File: src/rtl/mmio_hole_pkg.sv
package mmio_hole_pkg;
  typedef enum logic [1:0] {
    TXN_DATA     = 2'd0,
    TXN_PREFETCH = 2'd1,
    TXN_FLUSH    = 2'd2,
    TXN_SYNC     = 2'd3
  } txn_e;

  typedef enum logic [1:0] {
    REG_LOW  = 2'd0,
    REG_HOLE = 2'd1,
    REG_HIGH = 2'd2
  } region_e;

  function automatic logic txn_is_legal(logic [1:0] t);
    return (t != TXN_PREFETCH) && (t != TXN_FLUSH);
  endfunction
endpackage

File: src/rtl/hole_region_decode.sv
module hole_region_decode
  import mmio_hole_pkg::*;
#(
  parameter int unsigned          ADDR_W    = 64,
  parameter logic [ADDR_W-1:0]    HOLE_BASE = 64'h0000_0000_E000_0000,
  parameter logic [ADDR_W-1:0]    HOLE_END  = 64'h0000_0001_0000_0000
) (
  input  logic              en_i,
  input  logic [ADDR_W-1:0] addr_i,
  output region_e           region_o
);
  always_comb begin
    region_o = REG_LOW;
    if (en_i) begin
      if (addr_i >= HOLE_END)       region_o = REG_HIGH;
      else if (addr_i >= HOLE_BASE) region_o = REG_HOLE;
    end
  end
endmodule

File: src/rtl/hole_addr_shift.sv
module hole_addr_shift
  import mmio_hole_pkg::*;
#(
  parameter int unsigned       ADDR_W    = 64,
  parameter logic [ADDR_W-1:0] HOLE_SIZE = 64'h0000_0000_2000_0000
) (
  input  region_e           region_i,
  input  logic [ADDR_W-1:0] addr_i,
  output logic [ADDR_W-1:0] addr_o
);
  assign addr_o = (region_i == REG_HIGH) ? (addr_i - HOLE_SIZE) : addr_i;
endmodule

File: src/rtl/remap_out_stage.sv
module remap_out_stage #(
  parameter int unsigned ADDR_W = 64
) (
  input  logic              clk_i,
  input  logic              rst_ni,
  input  logic              fwd_valid_d,
  input  logic              fwd_write_d,
  input  logic [1:0]        fwd_type_d,
  input  logic [ADDR_W-1:0] fwd_addr_d,
  input  logic              rd_done_d,
  input  logic              wr_done_d,
  input  logic [ADDR_W-1:0] done_addr_d,
  input  logic              drop_d,
  input  logic              remap_d,
  input  logic              illegal_d,
  output logic              fwd_valid_q,
  output logic              fwd_write_q,
  output logic [1:0]        fwd_type_q,
  output logic [ADDR_W-1:0] fwd_addr_q,
  output logic              rd_done_q,
  output logic              wr_done_q,
  output logic [ADDR_W-1:0] done_addr_q,
  output logic              drop_q,
  output logic              remap_q,
  output logic              illegal_q
);
  always_ff @(posedge clk_i or negedge rst_ni) begin
    if (!rst_ni) begin
      fwd_valid_q <= 1'b0;
      fwd_write_q <= 1'b0;
      fwd_type_q  <= '0;
      fwd_addr_q  <= '0;
      rd_done_q   <= 1'b0;
      wr_done_q   <= 1'b0;
      done_addr_q <= '0;
      drop_q      <= 1'b0;
      remap_q     <= 1'b0;
      illegal_q   <= 1'b0;
    end else begin
      fwd_valid_q <= fwd_valid_d;
      fwd_write_q <= fwd_write_d;
      fwd_type_q  <= fwd_type_d;
      fwd_addr_q  <= fwd_addr_d;
      rd_done_q   <= rd_done_d;
      wr_done_q   <= wr_done_d;
      done_addr_q <= done_addr_d;
      drop_q      <= drop_d;
      remap_q     <= remap_d;
      illegal_q   <= illegal_d;
    end
  end
endmodule

File: src/rtl/mmio_hole_remap.sv
module mmio_hole_remap
  import mmio_hole_pkg::*;
#(
  parameter int unsigned       ADDR_W    = 64,
  parameter logic [ADDR_W-1:0] HOLE_BASE = 64'h0000_0000_E000_0000,
  parameter logic [ADDR_W-1:0] HOLE_END  = 64'h0000_0001_0000_0000
) (
  input  logic              clk_i,
  input  logic              rst_ni,
  input  logic              remap_en_i,
  input  logic              req_valid_i,
  input  logic              req_write_i,
  input  logic [1:0]        req_type_i,
  input  logic [ADDR_W-1:0] req_addr_i,
  output logic              fwd_valid_o,
  output logic              fwd_write_o,
  output logic [1:0]        fwd_type_o,
  output logic [ADDR_W-1:0] fwd_addr_o,
  output logic              rd_done_o,
  output logic              wr_done_o,
  output logic [ADDR_W-1:0] done_addr_o,
  output logic              drop_pulse_o,
  output logic              remap_pulse_o,
  output logic              illegal_o
);
  localparam logic [ADDR_W-1:0] HoleSize = HOLE_END - HOLE_BASE;

  region_e           region;
  logic [ADDR_W-1:0] shifted_addr;
  logic              legal, accept, in_hole;

  hole_region_decode #(
    .ADDR_W(ADDR_W), .HOLE_BASE(HOLE_BASE), .HOLE_END(HOLE_END)
  ) u_decode (
    .en_i    (remap_en_i),
    .addr_i  (req_addr_i),
    .region_o(region)
  );

  hole_addr_shift #(
    .ADDR_W(ADDR_W), .HOLE_SIZE(HoleSize)
  ) u_shift (
    .region_i(region),
    .addr_i  (req_addr_i),
    .addr_o  (shifted_addr)
  );

  // legality is decided before routing: illegal types never reach a path
  assign legal   = txn_is_legal(req_type_i);
  assign accept  = req_valid_i && legal;
  assign in_hole = (region == REG_HOLE);

  remap_out_stage #(.ADDR_W(ADDR_W)) u_out (
    .clk_i      (clk_i),
    .rst_ni     (rst_ni),
    .fwd_valid_d(accept && !in_hole),
    .fwd_write_d(req_write_i),
    .fwd_type_d (req_type_i),
    .fwd_addr_d (shifted_addr),
    .rd_done_d  (accept && in_hole && !req_write_i),
    .wr_done_d  (accept && in_hole && req_write_i),
    .done_addr_d(req_addr_i),
    .drop_d     (accept && in_hole),
    .remap_d    (accept && (region == REG_HIGH)),
    .illegal_d  (req_valid_i && !legal),
    .fwd_valid_q(fwd_valid_o),
    .fwd_write_q(fwd_write_o),
    .fwd_type_q (fwd_type_o),
    .fwd_addr_q (fwd_addr_o),
    .rd_done_q  (rd_done_o),
    .wr_done_q  (wr_done_o),
    .done_addr_q(done_addr_o),
    .drop_q     (drop_pulse_o),
    .remap_q    (remap_pulse_o),
    .illegal_q  (illegal_o)
  );
endmodule

File: config.mk
export PLATFORM = sky130hd
export DESIGN_NAME = mmio_hole_remap
export DESIGN_NICKNAME = d
export VERILOG_FILES = /design/src/rtl/mmio_hole_pkg.sv /design/src/rtl/hole_region_decode.sv /design/src/rtl/hole_addr_shift.sv /design/src/rtl/remap_out_stage.sv /design/src/rtl/mmio_hole_remap.sv
export SDC_FILE = /design/constraint.sdc
export NUM_CORES = 1
export LEC_CHECK = 0
export BUFFER_PORTS_ARGS = -buffer_cell sky130_fd_sc_hd__buf_4
export CORE_MARGIN = 2
export CORE_UTILIZATION = 45
export DETAILED_ROUTE_END_ITERATION = 7
export GPL_TIMING_DRIVEN = 0
export PLACE_DENSITY = 0.84
export SYNTH_ARGS = -nofsm -noshare
export SYNTH_HDL_FRONTEND = slang
export SYNTH_SLANG_ARGS = --single-unit
export TNS_END_PERCENT = 1
File: constraint.sdc
create_clock -name clk_i -period 0.8 [get_ports clk_i]
set_input_delay 0.16 -clock clk_i [delete_from_list [all_inputs] [get_ports clk_i]]
set_output_delay 0.16 -clock clk_i [all_outputs]
set_load 0.005 [all_outputs]
# Word level (Yosys, flattened, before mapping)
# Index checks and enable logic that the tools add are counted.
[totals]
ff_bits = 137
out_inout_bits = 137
[op_classes]
n_addsub = 1
magnitude_cmp = 2
eq_ne = 4
n_mux = 4
n_reduce_logical = 11
[ops]
columns = ["op", "count"]
rows = [
  ["$ge 64x32->1 const B", 1],
  ["$ge 64x33->1 const B", 1],
  ["$mux 64", 1],
  ["$sub 64x30->64 const B", 1],
  ["$logic_and 1x1->1", 8],
  ["$mux 2", 2],
  ["$logic_not 1->1", 3],
  ["$eq 2x1->1 const B", 1],
  ["$eq 2x2->1 const B", 1],
  ["$ne 2x1->1 const B", 1],
  ["$ne 2x2->1 const B", 1],
  ["$mux 1", 1],
]

# Depth between registers and ports, before layout
[depth]
ltp_word = 7
depth_mapped = 7
mapped_depth_nobuf = 7

# Modules after synthesis
# A second synthesis with hierarchy kept.
[unflattened]
cells_unflattened = 294
hier_area_um2 = 4579.4
[modules_own_cells]
columns = ["module", "n_inst", "cells_per_inst", "area_per_inst_um2"]
rows = [
  ["remap_out_stage", 1, 137, 3428.3],
  ["hole_addr_shift", 1, 133, 985.9],
  ["hole_region_decode", 1, 13, 92.6],
  ["mmio_hole_remap", 1, 11, 72.6],
]

# Worst setup path before layout
# Ideal clock, no wire load.
[synth_path]
path_type = "input-to-reg"
startpoint = "input req_addr_i[36]"
endpoint = "register u_out.fwd_valid_q"
setup_ns = 0.131
arrival_time_ns = 1.684
setup_slack_ns = -1.015
stages = 5
cell_sequence = "nor3_4 > nand2_2 > or3_2 > o22a_1 > o41a_2"
[synth_between]
elab_chain_cells = 7
elab_cells_between_ends = 8
[synth_rtl]
columns = ["item", "line_no", "source"]
rows = [
  ["from (decl)", "mmio_hole_remap.sv:14", "input logic [ADDR_W-1:0] req_addr_i,"],
  ["$ge 64x32->1", "hole_region_decode.sv:16", "else if (addr_i >= HOLE_BASE) region_o = REG_HOLE;"],
  ["$mux 1", "hole_region_decode.sv:16", ""],
  ["$mux 2 *", "hole_region_decode.sv:15", "if (addr_i >= HOLE_END) region_o = REG_HIGH;"],
  ["$mux 2 *", "hole_region_decode.sv:14", "if (en_i) begin"],
  ["$eq 2x1->1 *", "mmio_hole_remap.sv:51", "assign in_hole = (region == REG_HOLE);"],
  ["$logic_not 1->1 *", "mmio_hole_remap.sv:56", ".fwd_valid_d(accept && !in_hole),"],
  ["$logic_and 1x1->1 *", "mmio_hole_remap.sv:56", ""],
  ["named net u_out.fwd_valid_d", "remap_out_stage.sv:6", "input logic fwd_valid_d,"],
  ["to (signal assigned)", "remap_out_stage.sv:40", "fwd_valid_q <= fwd_valid_d;"],
  ["to (decl)", "remap_out_stage.sv:16", "output logic fwd_valid_q,"],
]
# Mark *: on every way through the listed nets, which the timed path passes. The rest lies on a longest branch.

# Worst setup path after layout
[layout_path]
startpoint = "input req_addr_i[46]"
endpoint = "register u_out.wr_done_q"
[layout_between]
elab_chain_cells = 7
elab_cells_between_ends = 8
[layout_rtl]
columns = ["item", "line_no", "source"]
rows = [
  ["$ge 64x32->1", "hole_region_decode.sv:16", ""],
  ["$mux 1", "hole_region_decode.sv:16", ""],
  ["$mux 2 *", "hole_region_decode.sv:15", ""],
  ["$mux 2 *", "hole_region_decode.sv:14", ""],
  ["$eq 2x1->1 *", "mmio_hole_remap.sv:51", ""],
  ["$logic_and 1x1->1 * (2 in a row)", "mmio_hole_remap.sv:61", ".wr_done_d (accept && in_hole && req_write_i),"],
  ["named net u_out.wr_done_d", "remap_out_stage.sv:11", "input logic wr_done_d,"],
  ["to (signal assigned)", "remap_out_stage.sv:45", "wr_done_q <= wr_done_d;"],
  ["to (decl)", "remap_out_stage.sv:21", "output logic wr_done_q,"],
]
# Marked as above.

==> impl_results.md <==
- Final wirelength: 13,200 um
- Routed Antenna Nets: 0
- Initial drt markers: about 130
- Clock Path Buffers: 2
- Fill count: between 400 and 500
- Multi-input gate area: 1280 um2
- Compound-Gate Fraction of Synth Area: under 10%
- Post-synthesis mux area share: 0%
- Sink Count: 108
- CP Cell Sequence: buf_8, nor4_4, nand2_2, or4_4, or4_4, nor3b_2
- Share of layout cells above drive strength 1: 54.1%
- DR vias: 3,488
- Slew Limit Fails: 0
- CTS clk-pin slew, worst paths: 100 ps
- Starting Density: 45.9%
- Slew @ Worst Pin: around 970 ps
- Leak: 3.34 nW
- DP Wirelength: 7730 um
- Req. time, crit path: around 1100 ps
- First-pass GRT wire length: 20,400 um
- Layout area overhead: 85.6%
- Top cell type's share of synthesized area: between 60% and 70%
- Worst min-delay path class: in2async
- Post-place setup slack: -1290 ps
- Status: complete, but fails checks
- Xor/xnor share of the synthesized area: a little over 7%
- # placed instances: 596
- Routed vias/inst: ~5.1
- Period Utilization, post-route: 201%
- Crit. End Element: flip-flop
- First drt pass iteration count: 5
- Cell Pwr Density: approximately 1500 nW/um2
- Met2 wire length: 7380 um
- GRT Overall Usage: 27.7%
- DRC Markers: 0
- Unique cell type count in the Yosys netlist: 42
- CTS Buf Count: 9
- GP Congestion: 0.797
- CP peak stage delay: 570 ps
- Nets: 650
- Wl on met1: between 4000 and 5000 um
- Die span in y: 97.8 um
- Num ports: between 200 and 250
- I/O Buffers: 207
- ANT cells: 0
- Crit-path max FO: 3
- Finished Layout Cells: ~700
- Final setup fails: 177
- Post-synth EDFFs: 0
- Violated checks: negative hold slack, negative setup slack
- Area contributors post-synth: dfrtp_1, buf_4, xnor2_1, xor2_1, nor4_1
- Total power: 0.0112 W
- Slowest stage cell, crit path: or4_4
- Std cell rows: 34
- Top FF cell, synth: dfrtp_1
- Max Cap Viol: 0
- CP most frequent cell: or4_4
- Setup WS post-layout: -808 ps
- Syn Nets: 354
- Post-Synth Adder-Cell Area: 0.632%
- DR WL met3: 930 um
- CORE AREA: approximately 8600 um2
- Largest family of logic cells by synthesized area: simple AND/OR/NAND/NOR gates
- Initial antenna violation count: 0
- Mapped Area: 3960 um2
- Post-synthesis sequential area ratio: 68.2%
- Ys Warns: 0
- Seq cells post-synth: 108
- Syn avg cell area: between 10 and 15 um2
- Post-Syn Instances: 281
- CTS tree: built
- Crit path DAT: 1900 ps
- WHS: -105 ps
- CP startpoint kind: input port
- Routed length per instance: ~19 um
- Top Layer Used: met4
- Register area: around 2700 um2
- Largest net degree at the start of global routing: 109
- Final Hold Fails: 108
- Fmax: roughly 620 MHz
- Simple-Gate Fraction of Synth Area: 15.3%
- Worst vdd ir: 1.11 mV
- Root buffer cell: clkbuf_8
- Min Tclk post-route: 1610 ps
- Congestion Overflow GR: 0
- Chip width: between 90 and 100 um
- Synth area leader: dfrtp_1
- Crit Path Class: in2reg
- RSZ-0062 raised after global routing: true
- Htree depth: 3
- Die ar.: 9570 um2
- Slew HR: a little over a third
- Number of global-route vias before repair: 3,722
- Fraction of registers with async set/reset: 100%
Yosys cell counts (2+ instances only):
cell        n
nand2_1     8
and4_1      2
or4_4       2
nor3_4      2
a31o_2      2
buf_4      29
xor2_1     14
nand4b_1    3
nor3_1      9
xnor2_1    18
nand4_1     7
nand2b_1    5
dfrtp_1   108
or3_1       2
nand2_2     2
nand3_1     5
inv_1       6
nor2_1     13
nor4_1     15
o21ai_0     2
nand3b_1    3
nor4b_1     3
ha_1        2
through the flow:
stage	utilization, %	area [um2]	setup TNS [ps]	hold WS [ps]
after floorplan	-	3980	-26300	-136
after global placement	65.6	5670	-98890	278
after detailed placement	65.6	5670	-103650	280
after CTS	83.7	7230	-56410	-83.7
after global routing	85.1	7350	-63890	-17.8
final	85.1	7350	-57700	-105
layout by cell type, fill, tap and decap left out, types with 2 or more instances in the layout:
master | synthesis | layout
nor3b_2 | 1 | 2
nor4_4 | 1 | 3
nor4_1 | 15 | 4
buf_6 | 0 | 118
dlygate4sd3_1 | 0 | 69
nor2_2 | 0 | 2
xnor2_1 | 18 | 18
inv_2 | 0 | 2
nand2_2 | 2 | 4
nor3_1 | 9 | 5
nand2_1 | 8 | 6
nor4_2 | 1 | 10
and4_4 | 0 | 2
or3_1 | 2 | 2
nand2b_1 | 5 | 5
nand3b_1 | 3 | 3
nor2_1 | 13 | 11
xor2_1 | 14 | 14
nor3_2 | 0 | 3
inv_1 | 6 | 4
buf_8 | 0 | 4
or4_4 | 2 | 2
buf_4 | 29 | 125
nand3_1 | 5 | 3
nand4b_1 | 3 | 3
dfrtp_1 | 108 | 108
nor4b_4 | 0 | 2
nor3_4 | 2 | 3
nand4_1 | 7 | 7
a31o_4 | 0 | 2
clkinv_4 | 0 | 2
clkbuf_8 | 0 | 10
ha_4 | 0 | 2
routing by layer:
metal / vias up / track usage (%)
li1: 1541 / -
met1: 1744 / 30.3
met2: 167 / 51.4
met3: 36 / 6.80
met4: 0 / 11.6
met5: - / 0
repair_timing:
action	4_1_cts	5_1_grt
endpoints found under the setup margin	285	177
pin swaps	19	10
endpoints found under the hold margin	192	27
gates resized for setup	154	21
cloned	0	0
hold buffers	67	2
setup buffers	10	0
critical path, delay by kind of cell:
family	cells	cell delay (ps)
buffers and inverters	1	100
AND/OR/NAND/NOR	5	1640
power breakdown:
part           internal, W  leakage [nW]  switching (W)
Combinational      0.00131          1.98       0.000798
Sequential         0.00574          1.27       0.000165
Clock              0.00126        0.0920        0.00189
Total              0.00831          3.34        0.00285
flip-flops by register name, indices dropped and copies added, names as in the netlist:
| name | flops |
|---|---|
| u_out.fwd_write_q | 1 |
| u_out.illegal_q | 1 |
| u_out.fwd_addr_q | 64 |
| u_out.drop_q | 1 |
| u_out.fwd_valid_q | 1 |
| u_out.rd_done_q | 1 |
| u_out.fwd_type_q | 2 |
| u_out.done_addr_q | 35 |
| u_out.wr_done_q | 1 |
| u_out.remap_q | 1 |
cells by family after synthesis:
logic type	count (synthesis)
fa+ha+maj	2
xor+xnor	32
buf+inv	37
simple gates	91
flops	108
compound gates	11
final cells by class:
type	instances	share of cell area, %
multi-input combinational	136	17.5
buffer	30	3.37
timing repair buffer	286	37.7
clock inverter	5	0.613
inverter	6	0.306
clock buffer	11	1.92
tap	108	1.84
sequential	108	36.8
worst paths after layout:
check / start / endpoint / cells past startpoint / slack (ps)
min: rst_ni / u_out.done_addr_q[43]$_DFF_PN0_ / 1 / -100
min in group clk_i: req_addr_i[44] / u_out.fwd_addr_q[44]$_DFF_PN0_ / 2 / 20
max: req_addr_i[46] / u_out.wr_done_q$_DFF_PN0_ / 6 / -810
max in group asynchronous: rst_ni / u_out.fwd_addr_q[41]$_DFF_PN0_ / 1 / 230
Note: power is estimated with default switching activity, not from simulation.
